File: config.mk
export PLATFORM = sky130hd
export DESIGN_NAME = mbox_bank
export DESIGN_NICKNAME = d
export VERILOG_FILES = /design/src/rtl/mbox_pkg.sv /design/src/rtl/mbox_decode.sv /design/src/rtl/mbox_channel.sv /design/src/rtl/mbox_msg.sv /design/src/rtl/mbox_bank.sv
export SDC_FILE = /design/constraint.sdc
export NUM_CORES = 1
export LEC_CHECK = 0
export BUFFER_PORTS_ARGS = -buffer_cell sky130_fd_sc_hd__buf_2
export CAP_MARGIN = 0
export CORE_UTILIZATION = 60
export DETAILED_ROUTE_END_ITERATION = 12
export PLACE_DENSITY = 0.79
export RECOVER_POWER = 50
export SKIP_LAST_GASP = 1
export SLEW_MARGIN = 15
export SYNTH_ARGS = -nofsm -noshare
export SYNTH_HDL_FRONTEND = slang
export SYNTH_SLANG_ARGS = --single-unit
File: constraint.sdc
create_clock -name clk_i -period 1.9 [get_ports clk_i]
set_clock_uncertainty 0.2 [all_clocks]
set_input_delay 0.19 -clock clk_i [delete_from_list [all_inputs] [get_ports clk_i]]
set_output_delay 0.19 -clock clk_i [all_outputs]
set_load 0.02 [all_outputs]
File: src/rtl/mbox_pkg.sv
package mbox_pkg;

    localparam int WORD_W = 32;
    localparam int BE_W   = WORD_W / 8;

    localparam logic [7:0] OFF_S_STAT = 8'h00;
    localparam logic [7:0] OFF_S_SET  = 8'h04;
    localparam logic [7:0] OFF_S_CLR  = 8'h08;
    localparam logic [7:0] OFF_S_EN   = 8'h0C;
    localparam logic [7:0] OFF_R_STAT = 8'h40;
    localparam logic [7:0] OFF_R_SET  = 8'h44;
    localparam logic [7:0] OFF_R_CLR  = 8'h48;
    localparam logic [7:0] OFF_R_EN   = 8'h4C;
    localparam logic [7:0] OFF_MSG_A  = 8'h80;
    localparam logic [7:0] OFF_MSG_B  = 8'h8C;

    typedef enum logic [3:0] {
        SEL_NONE,
        SEL_S_STAT, SEL_S_SET, SEL_S_CLR, SEL_S_EN,
        SEL_R_STAT, SEL_R_SET, SEL_R_CLR, SEL_R_EN,
        SEL_MSG_A, SEL_MSG_B
    } reg_sel_e;

    typedef struct packed {
        logic stat;
        logic en;
        logic irq;
    } chan_state_t;

    typedef struct packed {
        logic [WORD_W-1:0] word_a;
        logic [WORD_W-1:0] word_b;
    } msg_state_t;

    typedef struct packed {
        logic              ready;
        logic [WORD_W-1:0] rdata;
    } port_state_t;

    function automatic logic [WORD_W-1:0] merge_bytes(
        input logic [WORD_W-1:0] old_w,
        input logic [WORD_W-1:0] new_w,
        input logic [BE_W-1:0]   be
    );
        logic [WORD_W-1:0] res;
        for (int k = 0; k < BE_W; k++) begin
            res[8*k +: 8] = be[k] ? new_w[8*k +: 8] : old_w[8*k +: 8];
        end
        return res;
    endfunction

endpackage

File: src/rtl/mbox_decode.sv
module mbox_decode
    import mbox_pkg::*;
#(
    parameter int NUM_BOX = 4,
    parameter int ADDR_W  = 12,
    localparam int IDX_W  = ADDR_W - 8
) (
    input  logic [ADDR_W-1:0] addr_i,
    output logic [IDX_W-1:0]  box_idx_o,
    output logic              box_hit_o,
    output reg_sel_e          sel_o
);

    always_comb begin
        box_idx_o = addr_i[ADDR_W-1:8];
        box_hit_o = (int'(box_idx_o) < NUM_BOX);
        case (addr_i[7:0])
            OFF_S_STAT: sel_o = SEL_S_STAT;
            OFF_S_SET:  sel_o = SEL_S_SET;
            OFF_S_CLR:  sel_o = SEL_S_CLR;
            OFF_S_EN:   sel_o = SEL_S_EN;
            OFF_R_STAT: sel_o = SEL_R_STAT;
            OFF_R_SET:  sel_o = SEL_R_SET;
            OFF_R_CLR:  sel_o = SEL_R_CLR;
            OFF_R_EN:   sel_o = SEL_R_EN;
            OFF_MSG_A:  sel_o = SEL_MSG_A;
            OFF_MSG_B:  sel_o = SEL_MSG_B;
            default:    sel_o = SEL_NONE;
        endcase
        if (!box_hit_o) begin
            sel_o = SEL_NONE;
        end
    end

endmodule

File: src/rtl/mbox_channel.sv
module mbox_channel
    import mbox_pkg::*;
(
    input  logic clk_i,
    input  logic rst_ni,
    input  logic set_i,
    input  logic clr_i,
    input  logic en_we_i,
    input  logic en_val_i,
    output logic stat_o,
    output logic en_o,
    output logic irq_o
);

    chan_state_t ch_d, ch_q;

    always_comb begin
        ch_d = ch_q;
        if (set_i) begin
            ch_d.stat = 1'b1;
        end
        if (clr_i) begin
            ch_d.stat = 1'b0;
        end
        if (en_we_i) begin
            ch_d.en = en_val_i;
        end
        ch_d.irq = ch_d.stat & ch_d.en;
    end

    always_ff @(posedge clk_i or negedge rst_ni) begin
        if (!rst_ni) begin
            ch_q <= '0;
        end else begin
            ch_q <= ch_d;
        end
    end

    assign stat_o = ch_q.stat;
    assign en_o   = ch_q.en;
    assign irq_o  = ch_q.irq;

    AST_SET_TAKES: assert property (@(posedge clk_i) disable iff (!rst_ni)
        set_i && !clr_i |=> stat_o);
    AST_CLR_TAKES: assert property (@(posedge clk_i) disable iff (!rst_ni)
        clr_i |=> !stat_o);
    AST_STAT_HOLDS: assert property (@(posedge clk_i) disable iff (!rst_ni)
        !set_i && !clr_i |=> $stable(stat_o));
    AST_IRQ_GATED: assert property (@(posedge clk_i) disable iff (!rst_ni)
        !en_o |-> !irq_o);
    AST_POLL_QUIET: assert property (@(posedge clk_i) disable iff (!rst_ni)
        (en_we_i && !en_val_i) |=> !irq_o);

endmodule

File: src/rtl/mbox_msg.sv
module mbox_msg
    import mbox_pkg::*;
(
    input  logic              clk_i,
    input  logic              rst_ni,
    input  logic              we_a_i,
    input  logic              we_b_i,
    input  logic [WORD_W-1:0] wdata_i,
    input  logic [BE_W-1:0]   be_i,
    output logic [WORD_W-1:0] word_a_o,
    output logic [WORD_W-1:0] word_b_o
);

    msg_state_t msg_d, msg_q;

    always_comb begin
        msg_d = msg_q;
        if (we_a_i) begin
            msg_d.word_a = merge_bytes(msg_q.word_a, wdata_i, be_i);
        end
        if (we_b_i) begin
            msg_d.word_b = merge_bytes(msg_q.word_b, wdata_i, be_i);
        end
    end

    always_ff @(posedge clk_i or negedge rst_ni) begin
        if (!rst_ni) begin
            msg_q <= '0;
        end else begin
            msg_q <= msg_d;
        end
    end

    assign word_a_o = msg_q.word_a;
    assign word_b_o = msg_q.word_b;

    AST_MSG_A_KEEP: assert property (@(posedge clk_i) disable iff (!rst_ni)
        !we_a_i |=> $stable(word_a_o));
    AST_MSG_B_KEEP: assert property (@(posedge clk_i) disable iff (!rst_ni)
        !we_b_i |=> $stable(word_b_o));
    AST_MSG_LOW_BYTE: assert property (@(posedge clk_i) disable iff (!rst_ni)
        we_a_i && !be_i[0] |=> word_a_o[7:0] == $past(word_a_o[7:0]));

endmodule

File: src/rtl/mbox_bank.sv
module mbox_bank
    import mbox_pkg::*;
#(
    parameter int NUM_BOX = 4,
    parameter int ADDR_W  = 12
) (
    input  logic              clk_i,
    input  logic              rst_ni,
    input  logic              req_i,
    input  logic              we_i,
    input  logic [ADDR_W-1:0] addr_i,
    input  logic [31:0]       wdata_i,
    input  logic [3:0]        be_i,
    output logic [31:0]       rdata_o,
    output logic              ready_o,
    output logic [NUM_BOX-1:0] snd_irq_o,
    output logic [NUM_BOX-1:0] rcv_irq_o
);

    localparam int IDX_W = ADDR_W - 8;

    logic [IDX_W-1:0] box_idx;
    logic             box_hit;
    reg_sel_e         sel;

    mbox_decode #(.NUM_BOX(NUM_BOX), .ADDR_W(ADDR_W)) u_decode (
        .addr_i    (addr_i),
        .box_idx_o (box_idx),
        .box_hit_o (box_hit),
        .sel_o     (sel)
    );

    logic acc_wr, acc_rd, bit_wr, bit_one;
    assign acc_wr  = req_i && we_i;
    assign acc_rd  = req_i && !we_i;
    assign bit_wr  = acc_wr && be_i[0];
    assign bit_one = bit_wr && wdata_i[0];

    logic [NUM_BOX-1:0] box_sel;
    logic [NUM_BOX-1:0] s_stat, s_en, r_stat, r_en;
    logic [WORD_W-1:0]  word_a [NUM_BOX];
    logic [WORD_W-1:0]  word_b [NUM_BOX];

    for (genvar g = 0; g < NUM_BOX; g++) begin : g_box
        assign box_sel[g] = box_hit && (box_idx == IDX_W'(g));

        mbox_channel u_snd (
            .clk_i    (clk_i),
            .rst_ni   (rst_ni),
            .set_i    (bit_one && box_sel[g] && sel == SEL_S_SET),
            .clr_i    (bit_one && box_sel[g] && sel == SEL_S_CLR),
            .en_we_i  (bit_wr && box_sel[g] && sel == SEL_S_EN),
            .en_val_i (wdata_i[0]),
            .stat_o   (s_stat[g]),
            .en_o     (s_en[g]),
            .irq_o    (snd_irq_o[g])
        );

        mbox_channel u_rcv (
            .clk_i    (clk_i),
            .rst_ni   (rst_ni),
            .set_i    (bit_one && box_sel[g] && sel == SEL_R_SET),
            .clr_i    (bit_one && box_sel[g] && sel == SEL_R_CLR),
            .en_we_i  (bit_wr && box_sel[g] && sel == SEL_R_EN),
            .en_val_i (wdata_i[0]),
            .stat_o   (r_stat[g]),
            .en_o     (r_en[g]),
            .irq_o    (rcv_irq_o[g])
        );

        mbox_msg u_msg (
            .clk_i    (clk_i),
            .rst_ni   (rst_ni),
            .we_a_i   (acc_wr && box_sel[g] && sel == SEL_MSG_A),
            .we_b_i   (acc_wr && box_sel[g] && sel == SEL_MSG_B),
            .wdata_i  (wdata_i),
            .be_i     (be_i),
            .word_a_o (word_a[g]),
            .word_b_o (word_b[g])
        );
    end

    port_state_t port_d, port_q;
    logic [WORD_W-1:0] rd_val;

    always_comb begin
        rd_val = '0;
        for (int b = 0; b < NUM_BOX; b++) begin
            if (box_sel[b]) begin
                case (sel)
                    SEL_S_STAT: rd_val = {31'd0, s_stat[b]};
                    SEL_S_EN:   rd_val = {31'd0, s_en[b]};
                    SEL_R_STAT: rd_val = {31'd0, r_stat[b]};
                    SEL_R_EN:   rd_val = {31'd0, r_en[b]};
                    SEL_MSG_A:  rd_val = word_a[b];
                    SEL_MSG_B:  rd_val = word_b[b];
                    default:    rd_val = '0;
                endcase
            end
        end
        port_d.ready = req_i;
        port_d.rdata = acc_rd ? rd_val : '0;
    end

    always_ff @(posedge clk_i or negedge rst_ni) begin
        if (!rst_ni) begin
            port_q <= '0;
        end else begin
            port_q <= port_d;
        end
    end

    assign ready_o = port_q.ready;
    assign rdata_o = port_q.rdata;

    AST_READY_FOLLOWS: assert property (@(posedge clk_i) disable iff (!rst_ni)
        req_i |=> ready_o);
    AST_READY_IDLE: assert property (@(posedge clk_i) disable iff (!rst_ni)
        !req_i |=> !ready_o);
    AST_UNMAPPED_ZERO: assert property (@(posedge clk_i) disable iff (!rst_ni)
        acc_rd && !box_hit |=> rdata_o == '0);
    AST_SET_CLR_READ_ZERO: assert property (@(posedge clk_i) disable iff (!rst_ni)
        acc_rd && (sel == SEL_S_SET || sel == SEL_R_CLR) |=> rdata_o == '0);
    AST_WRITE_NO_DATA: assert property (@(posedge clk_i) disable iff (!rst_ni)
        acc_wr |=> rdata_o == '0);

endmodule

==> results of run 1 <==
==> power by group through the flow <==
stage / Combinational [mW] / Sequential (mW) / Clock, mW
CTS: 0.738 / 6.67 / 6.64
detailed placement: 0.676 / 6.79 / 0
finish: 0.725 / 6.67 / 6.57
global route: 0.781 / 6.67 / 6.88
floorplan: 0.222 / 6.80 / 0
global placement: 0.662 / 6.79 / 0
==> kinds of logic (layout without fill, tap and decap cells) <==
logic type / count (synthesis) / after routing / share of synthesized area
AOI/OAI and AO/OA: 199 / 199 / 0.117
xor gates and xnor gates: 3 / 3 / 0.00188
buffers and inverters: 66 / 325 / 0.0231
DFF: 313 / 313 / 0.560
muxes: 271 / 271 / 0.220
other: 0 / 1 / 0
and+or+nand+nor: 156 / 156 / 0.0789
==> critical path, stage by stage <==
cell,delay (ns)
buf_2,0.11
dlygate4sd3_1,0.56
buf_4,0.15
nor2b_1,0.20
nand4_1,0.17
buf_6,0.23
buf_12,0.15
nor4_1,0.34
==> layout make-up <==
cell class	instances	area [um2]
inverters	1	3.75
clock buffers	47	1000
repair buffers	265	2160
fillers	1332	4660
flip-flops and latches	313	7830
diodes	1	2.50
well taps	313	392
multi-input cells	629	6610
clock inverters	12	118
==> synth_stat cells (4+ instances only) <==
| master | count | area, um2 |
|---|---|---|
| a22oi_1 | 5 | 37.5 |
| and2_1 | 9 | 56.3 |
| dfrtp_1 | 313 | 7830 |
| nand2_1 | 15 | 56.3 |
| o21ai_0 | 9 | 45.0 |
| nand3_1 | 7 | 35.0 |
| a41oi_1 | 5 | 43.8 |
| buf_4 | 11 | 82.6 |
| clkbuf_1 | 30 | 113 |
| a221oi_1 | 80 | 701 |
| mux2_1 | 7 | 78.8 |
| nor2b_1 | 4 | 25.0 |
| a22o_1 | 53 | 464 |
| and3_1 | 4 | 25.0 |
| a21oi_1 | 16 | 80.1 |
| nor3_1 | 7 | 35.0 |
| nand4_1 | 4 | 25.0 |
| o31ai_1 | 4 | 30.0 |
| nor2_2 | 25 | 156 |
| mux2_2 | 259 | 2920 |
| nand4bb_1 | 6 | 67.6 |
| nor2_1 | 19 | 71.3 |
| a211oi_1 | 4 | 30.0 |
| a32oi_1 | 7 | 61.3 |
| nor2_8 | 8 | 160 |
| nor4_1 | 25 | 156 |
| buf_2 | 20 | 100 |
==> stage by stage <==
step / cells / util / power, mW / setup slack, ns
floorplan: 1008 / - / 7.02 / -0.191
global placement: 1485 / 0.749 / 7.45 / -0.461
detailed placement: 1485 / 0.749 / 7.47 / -0.498
CTS: 1580 / 0.814 / 14.1 / 0.00807
global route: 1580 / 0.795 / 14.3 / -0.0233
finish: 1581 / 0.795 / 14.0 / 0.00146
==> registers in the layout, summed over array words and instances, names as in the netlist <==
| register | count |
|---|---|
| g_box.u_rcv.irq_o | 4 |
| g_box.u_msg.word_b_o | 128 |
| g_box.u_rcv.en_o | 4 |
| ready_o | 1 |
| g_box.u_rcv.stat_o | 4 |
| g_box.u_snd.stat_o | 4 |
| g_box.u_snd.en_o | 4 |
| rdata_o | 32 |
| g_box.u_msg.word_a_o | 128 |
| g_box.u_snd.irq_o | 4 |
==> metal layers <==
metal | wire [um] | share of wire | track usage | vias to the layer above
li1 | - | - | - | 4378
met2 | 19100 | 0.50 | 0.553 | 386
met4 | 1190 | 0.031 | 0.140 | 0
met1 | 16000 | 0.42 | 0.450 | 5249
met5 | 0 | 0 | 0 | -
met3 | 2160 | 0.056 | 0.0460 | 90
==> timing repair <==
action	4_1_cts	5_1_grt
setup buffers	0	0
hold buffers	36	0
setup endpoints to repair	0	10
resized for setup	0	6
hold endpoints to repair	578	0
==> worst paths after layout <==
kind / endpoint / slack [ns] / from
min in group asynchronous: rdata_o[27] / 0.50 / rst_ni
hold reg to reg: g_box[1].u_msg.word_b_o[25] / 0.29 / g_box[1].u_msg.word_b_o[25]
setup reg to reg: rdata_o[0] / 0.03 / g_box[0].u_msg.word_a_o[0]
max in group asynchronous: g_box[3].u_msg.word_a_o[24] / 0.18 / rst_ni
setup / recovery: rdata_o[17] / 0.001 / we_i
hold / removal: g_box[1].u_snd.stat_o / 0.04 / addr_i[3]
==> impl_metrics.yaml, run 1 <==
status:
  status: "complete, no violations"
power:
  ir_worst_vdd_v: 0.000695
  p_leak_nw: 8.61
  seq_power_share: 0.478
  p_sw_mw: 3.20
  power_density_nw_per_um2: 771
  p_comb_frac: 0.052
  clockPowerShare: 0.470
  sw_frac_of_total: 0.229
  internal_power_mw: 10.8
clock_network:
  cts_root_buf: "clkbuf_16"
  cts.htree.levels: 2
  clk_latency_ns: 0.52
  cts-buffers-inserted: 34
  cts_tree: "yes"
  cts.sinks: 313
  clk_path_buf_depth: 3
  clkSlewWorstSetupHoldPaths_ns: 0.07
synthesis:
  avgSynthCellArea_um2: 13.9
  syn-cell-area_um2: 14000
  syn_inst: 1008
  synthArstFlopShare: 1.00
  seq_area_frac_synth: 0.560
  yosys_warnings: 0
  synth_seq_cells: 313
  ys_types: 63
  synth-edff-count: 0
  syn_nets: 1060
  ys.flop_type: "dfrtp_1"
sta:
  period_share: 0.999
  holdWs_ns: 0.0378
  slew_headroom: 0.603
  fmax_ghz: 0.527
  worstMarginPinSlew_ns: 0.595
  setup-violations-final: 0
  final-max-slew-violation-count: 0
  min_period_ns: 1.90
  rsz0062_at_grt: "yes"
  finalHoldViolations: 0
  finalSetupTns_ns: 0
flow_run:
  maxCapViolCount: 0
worst_setup_path:
  cp_max_fo: 15
  r2r_cells: 5
  crit_required_ns: 2.10
  worst_ep_arrival_time_ns: 2.10
  critical_path_class: "primary input to register"
  start_kind: "primary input"
  setup.worst_path.end_class: "register"
hold_path:
  hold_class: "primary input to register"
  hold_depth: 3
finish:
  syn_to_final_growth_pct: 29.5
  finish.instance_area_um2: 18100
  layout_common_cells: "dfrtp_1 (313), mux2_2 (136), mux2_4 (95)"
  nets: 1296
  layout_commonest_cell: "dfrtp_1"
  drive_above_1_share: 0.454
floorplan:
  start_util: 0.614
  die_h_um: 155
  rows: 55
  die_area_um2: 23900
  die_x_um: 155
  pin_count: 93
  coreArea_um2: 22800
detailed_routing:
  ant_nets: 0
  wire_per_inst_um: 24.3
  drc: 0
  drt_pass1_iterations: 5
  drt_iter0_drc: 787
  vias: 10100
  wl_um: 38400
  vias_per_cell: 6.39
grt:
  grt_usage: 0.335
  grt_max_degree: 58
  grt_pass1_wl_um: 61600
  grt_antenna_before_repair: 1
  overflow: 0
  grt_pass1_vias: 10900
placed_design:
  gp_congestion: 0.901
  placed_cell_area_um2: 17100
  numPortBuffers: 92
  hpwl_um: 24300
No activity file was read; power rests on OpenSTA's default activity.
==> run 2, diff against run 1 <==
--- a/config.mk
+++ b/config.mk
@@ -9,8 +9,10 @@
 export CAP_MARGIN = 0
 export CORE_UTILIZATION = 60
 export DETAILED_ROUTE_END_ITERATION = 12
+export HOLD_SLACK_MARGIN = 0.1
 export PLACE_DENSITY = 0.79
-export RECOVER_POWER = 50
+export RECOVER_POWER = 25
+export REMOVE_ABC_BUFFERS = 1
 export SKIP_LAST_GASP = 1
 export SLEW_MARGIN = 15
 export SYNTH_ARGS = -nofsm -noshare
==> run 2 against run 1 <==
  * Final cell count increased by 1.5%
  * Sequential power hardly changed
  * Power about the same
  * Non-clock buffer count grew 25
  * First-iteration DRC count shrank 2.9%
  * Utilization shrank 2.8 points
  * Clock power about the same
  * Global-route usage is 1.3 points lower
  * Wire length fell by 2.9%
  * Register-to-register slack improved by 0.07 ns
==> impl_metrics.yaml, run 2 (synthesis results as in run 1) <==
floorplan:
  rows: 55
  start_util: 0.614
  die_x_um: 155
  die_area_um2: 23900
  coreArea_um2: 22800
  pin_count: 93
  die_h_um: 155
worst_setup_path:
  path_cells: "buf_2 -> or4_1 -> nor2_1 -> buf_4 -> nand4_1 -> buf_4 -> buf_12 -> nor4_1"
  worst_ep_arrival_time_ns: 2.08
  cpLargestDelayFamily: "simple AND/OR/NAND/NOR gates"
  reg2reg_to: "rdata_o[0]"
  slowest_delay_ns: 0.59
  start_kind: "primary input"
  cp_max_fo: 8
  crit_path_frequent_cell: "buf_4"
  crit_required_ns: 2.13
  r2r_cells: 5
  critical_path_class: "primary input to register"
  worstPathBufferInverterCount: 4
  worst-r2r-setup-slack_ns: 0.10
  setup.worst_path.end_class: "register"
  r2r_start: "g_box[0].u_snd.stat_o"
  cp_slowest_cell: "or4_1"
clock_network:
  cts_root_buf: "clkbuf_16"
  clk_latency_ns: 0.55
  cts_tree: "yes"
  clkSlewWorstSetupHoldPaths_ns: 0.06
  cts.sinks: 313
  cts.htree.levels: 1
  cts_setup_buffers: 0
  clk_path_buf_depth: 3
  cts-buffers-inserted: 31
detailed_routing:
  vias_per_cell: 6.40
  ant_nets: 0
  m1WireLength_um: 15500
  drt_pass1_iterations: 5
  drc: 0
  wl_um: 37200
  highest_layer: "met4"
  vias: 10300
  wire_per_inst_um: 23.2
  drt_iter0_drc: 764
  wl_met3_um: 2360
  route.met2.wl_um: 18200
hold_path:
  hold_depth: 4
  min_to: "g_box[0].u_msg.word_a_o[12]"
  hp-start: "be_i[1]"
  hold_class: "primary input to register"
finish:
  nets: 1318
  drive_above_1_share: 0.436
  finish.instance_area_um2: 17500
  final_cell_count_no_fill: 1604
  layout_common_cells: "dfrtp_1 (313), mux2_2 (258), buf_4 (124)"
  syn_to_final_growth_pct: 24.9
  fin_util: 0.767
  layout_commonest_cell: "dfrtp_1"
sta:
  setup_slack_ns: 0.0438
  period_share: 0.977
  rsz0062_at_grt: "yes"
  slew_headroom: 0.654
  final-max-slew-violation-count: 0
  finalHoldViolations: 0
  fmax_ghz: 0.539
  setup-violations-final: 0
  holdWs_ns: 0.119
  finalSetupTns_ns: 0
  min_period_ns: 1.86
  worstMarginPinSlew_ns: 0.518
placed_design:
  placed_cell_area_um2: 16000
  hpwl_um: 23800
  gp_congestion: 0.951
  dpl.cell_count: 1503
  numPortBuffers: 92
  place_worst_setup_slack_ns: -0.574
grt:
  grt_pass1_wl_um: 59700
  overflow: 0
  grt_usage: 0.322
  grt_max_degree: 75
  grt_antenna_before_repair: 1
  grt_pass1_vias: 10700
power:
  p_total_mw: 14.0
  p_leak_nw: 8.56
  ir_worst_vdd_v: 0.000685
  power_density_nw_per_um2: 799
status:
  status: "complete, no violations"
flow_run:
  maxCapViolCount: 0
-- run 2: power by group --
group          internal, mW  total, mW  switching, mW  leakage (nW)
registers              6.67       6.67        0.00166          4.35
clock network          3.95       6.57           2.62         0.534
logic                 0.266      0.722          0.456          3.68
total                  10.9       14.0           3.08          8.56
-- run 2: how the worst max path moves through the flow --
stage | from | endpoint | slack, ns | cells past startpoint
6_report | addr_i[1] | rdata_o[25] | 0.04 | 8
5_1_grt | addr_i[1] | g_box[3].u_msg.word_b_o[18] | -0.006 | 8
4_1_cts | addr_i[1] | rdata_o[27] | 0.02 | 8
3_5_place_dp | addr_i[1] | rdata_o[3] | -0.57 | 9
3_3_place_gp | addr_i[1] | rdata_o[3] | -0.54 | 8
2_1_floorplan | addr_i[3] | g_box[1].u_msg.word_a_o[19] | -2.52 | 5
-- run 2: worst register-to-register path, cell delays in order, from the launching register on --
cell,delay (ns)
dfrtp_1,0.40
mux2i_1,0.08
or4_1,0.41
a21oi_2,0.19
a211oi_1,0.08
a2111oi_2,0.33
-- run 2: final cells by class --
cell class	count	area, um2
multi-input combinational	629	5860
antenna	1	2.50
tap	313	392
fill	1389	5300
clock inverter	14	210
inverter	1	3.75
timing repair buffer	290	2280
sequential	313	7830
clock buffer	43	891
-- run 2: repair_timing --
item	CTS	global route
pin swaps	0	0
hold endpoints to repair	588	0
hold buffers	43	0
resized for setup	1	6
setup endpoints to repair	1	5
-- run 2: per-layer routing --
metal  global-route usage  up-vias
met5                    0        -
met4                0.125        0
met3               0.0403      101
met2                0.534      452
met1                0.437     5292
li1                     -     4418
==> run 3, diff against run 2 <==
--- a/config.mk
+++ b/config.mk
@@ -7,6 +7,7 @@
 export LEC_CHECK = 0
 export BUFFER_PORTS_ARGS = -buffer_cell sky130_fd_sc_hd__buf_2
 export CAP_MARGIN = 0
+export CORE_ASPECT_RATIO = 0.9
 export CORE_UTILIZATION = 60
 export DETAILED_ROUTE_END_ITERATION = 12
 export HOLD_SLACK_MARGIN = 0.1
==> run 3 against run 2 <==
  * The run now ends with setup timing left
  * Flip-flop and latch count unchanged
  * Wire length shrank 1.5%
  * Power fell by 3.4%
  * First-iteration DRC count grew 29%
  * Die area barely moved
  * Critical path type unchanged
  * Largest power group unchanged
==> impl_metrics.yaml, run 3 (synthesis results as in run 1) <==
worst_setup_path:
  setup.worst_path.end_class: "register"
  path_cells: "buf_2 -> or4_1 -> nor2_1 -> buf_4 -> nand4_1 -> buf_4 -> buf_4 -> nor4_1"
  r2r_cells: 5
  crit_end: "rdata_o[31]"
  cp_slowest_cell: "or4_1"
  slowest_delay_ns: 0.59
  r2r_start: "g_box[0].u_snd.stat_o"
  crit_start: "addr_i[1]"
  worst_ep_arrival_time_ns: 2.17
  critical_path_class: "primary input to register"
  reg2reg_to: "rdata_o[0]"
  start_kind: "primary input"
  worst-r2r-setup-slack_ns: 0.10
  crit_required_ns: 2.14
  cp_max_fo: 11
  crit_path_frequent_cell: "buf_4"
floorplan:
  coreArea_um2: 22700
  pin_count: 93
  start_util: 0.616
  die_area_um2: 23900
  rows: 52
  die_x_um: 163
  die_h_um: 147
finish:
  final_cell_count_no_fill: 1573
  fin_util: 0.765
  syn_to_final_growth_pct: 24.1
  n_fill_cell: 1370
  diodes: 0
  nets: 1306
  layout_commonest_cell: "dfrtp_1"
  drive_above_1_share: 0.463
  layout_common_cells: "dfrtp_1 (313), mux2_2 (259), buf_4 (111)"
clock_network:
  clkSlewWorstSetupHoldPaths_ns: 0.06
  cts.htree.levels: 1
  cts_setup_buffers: 0
  cts_root_buf: "clkbuf_16"
  clk_path_buf_depth: 3
  clk_latency_ns: 0.56
  cts.sinks: 313
  cts_tree: "yes"
  cts-buffers-inserted: 31
detailed_routing:
  wire_per_inst_um: 23.3
  vias_per_cell: 6.45
  drc: 0
  drt_iter0_drc: 986
  vias: 10100
  ant_nets: 0
  wl_um: 36700
  drt_pass1_iterations: 5
power:
  p_total_mw: 13.5
  p_leak_nw: 8.65
  ir_worst_vdd_v: 0.000570
  power_density_nw_per_um2: 777
placed_design:
  dpl.cell_count: 1473
  gp_congestion: 0.968
  hpwl_um: 23300
  numPortBuffers: 92
  place_worst_setup_slack_ns: -0.603
sta:
  period_share: 1.02
  setup_slack_ns: -0.0299
  fmax_ghz: 0.518
  holdWs_ns: 0.102
  worstMarginPinSlew_ns: 0.720
  setup-violations-final: 1
  rsz0062_at_grt: "yes"
  final-max-slew-violation-count: 0
  min_period_ns: 1.93
  slew_headroom: 0.520
  finalHoldViolations: 0
status:
  failed_checks: "setup timing"
  status: "finished, violations left"
grt:
  grtUsageMet1: 0.458
  grtUsageMet3: 0.0494
  grt_busiest_layer: "met2"
  grt_antenna_before_repair: 0
  grt_pass1_wl_um: 59100
  grt_max_degree: 60
  use_met2: 0.504
  grt_usage: 0.320
  grt_pass1_vias: 10600
  overflow: 0
hold_path:
  hold_class: "primary input to register"
flow_run:
  maxCapViolCount: 0
## run 3: changes by cell type in the layout (fill, tap and decap cells not counted), moves of 3 or more
cell	delta
clkbuf_1	-43
buf_12	+3
bufinv_16	-3
buf_6	-3
buf_4	-13
buf_2	+42
## run 3: metal layers
metal / vias to the layer above / wire [um] / part of all wire
met4: 0 / 938 / 0.026
met1: 5197 / 15500 / 0.42
met2: 464 / 17400 / 0.48
met5: - / 0 / 0
li1: 4407 / - / -
met3: 74 / 2820 / 0.077
## run 3: worst min-delay path by stage
stage / start / to / slack, ns / depth (start not counted)
after detailed placement: rst_ni / g_box[2].u_msg.word_b_o[4] / -0.11 / 1
after global routing: addr_i[3] / g_box[2].u_snd.stat_o / 0.15 / 4
after CTS: addr_i[5] / rdata_o[0] / 0.09 / 6
after floorplan: rst_ni / g_box[0].u_msg.word_a_o[0] / -0.31 / 0
final: addr_i[5] / rdata_o[0] / 0.10 / 6
after global placement: rst_ni / g_box[2].u_msg.word_b_o[4] / -0.10 / 1
## run 3: final cells by class
class                           count  area (um2)  area share
Clock buffer                       44         895      0.0515
Clock inverter                     11         124     0.00713
Inverter                            1        3.75    0.000216
Multi-Input combinational cell    629        5870       0.338
Sequential cell                   313        7830       0.451
Tap cell                          297         372      0.0214
Timing Repair Buffer              278        2270       0.131
## run 3: metrics by stage
| step | TNS [ns] | cell area (um2) |
|---|---|---|
| floorplan | -576.64 | 13700 |
| CTS | 0 | 17400 |
| global placement | -91.06 | 15900 |
| finish | -0.0299 | 17400 |
| global route | -0.111 | 17400 |
| detailed placement | -103.42 | 15900 |
## run 3: timing repair
action,in CTS,in global routing
hold buffers,45,0
setup endpoints to repair,1,6
endpoints found under the hold margin,592,0
resized for setup,1,5
## run 3: critical path, delay by kind of cell
family                 cells  cell delay [ns]
and+or+nand+nor            4             1.23
buffers and inverters      4             0.72
## run 3: where the power goes
part	leakage [nW]	switching (mW)	internal [mW]
logic	3.81	0.450	0.258
clock network	0.493	2.58	3.54
registers	4.35	0.00157	6.67
total	8.65	3.03	10.5
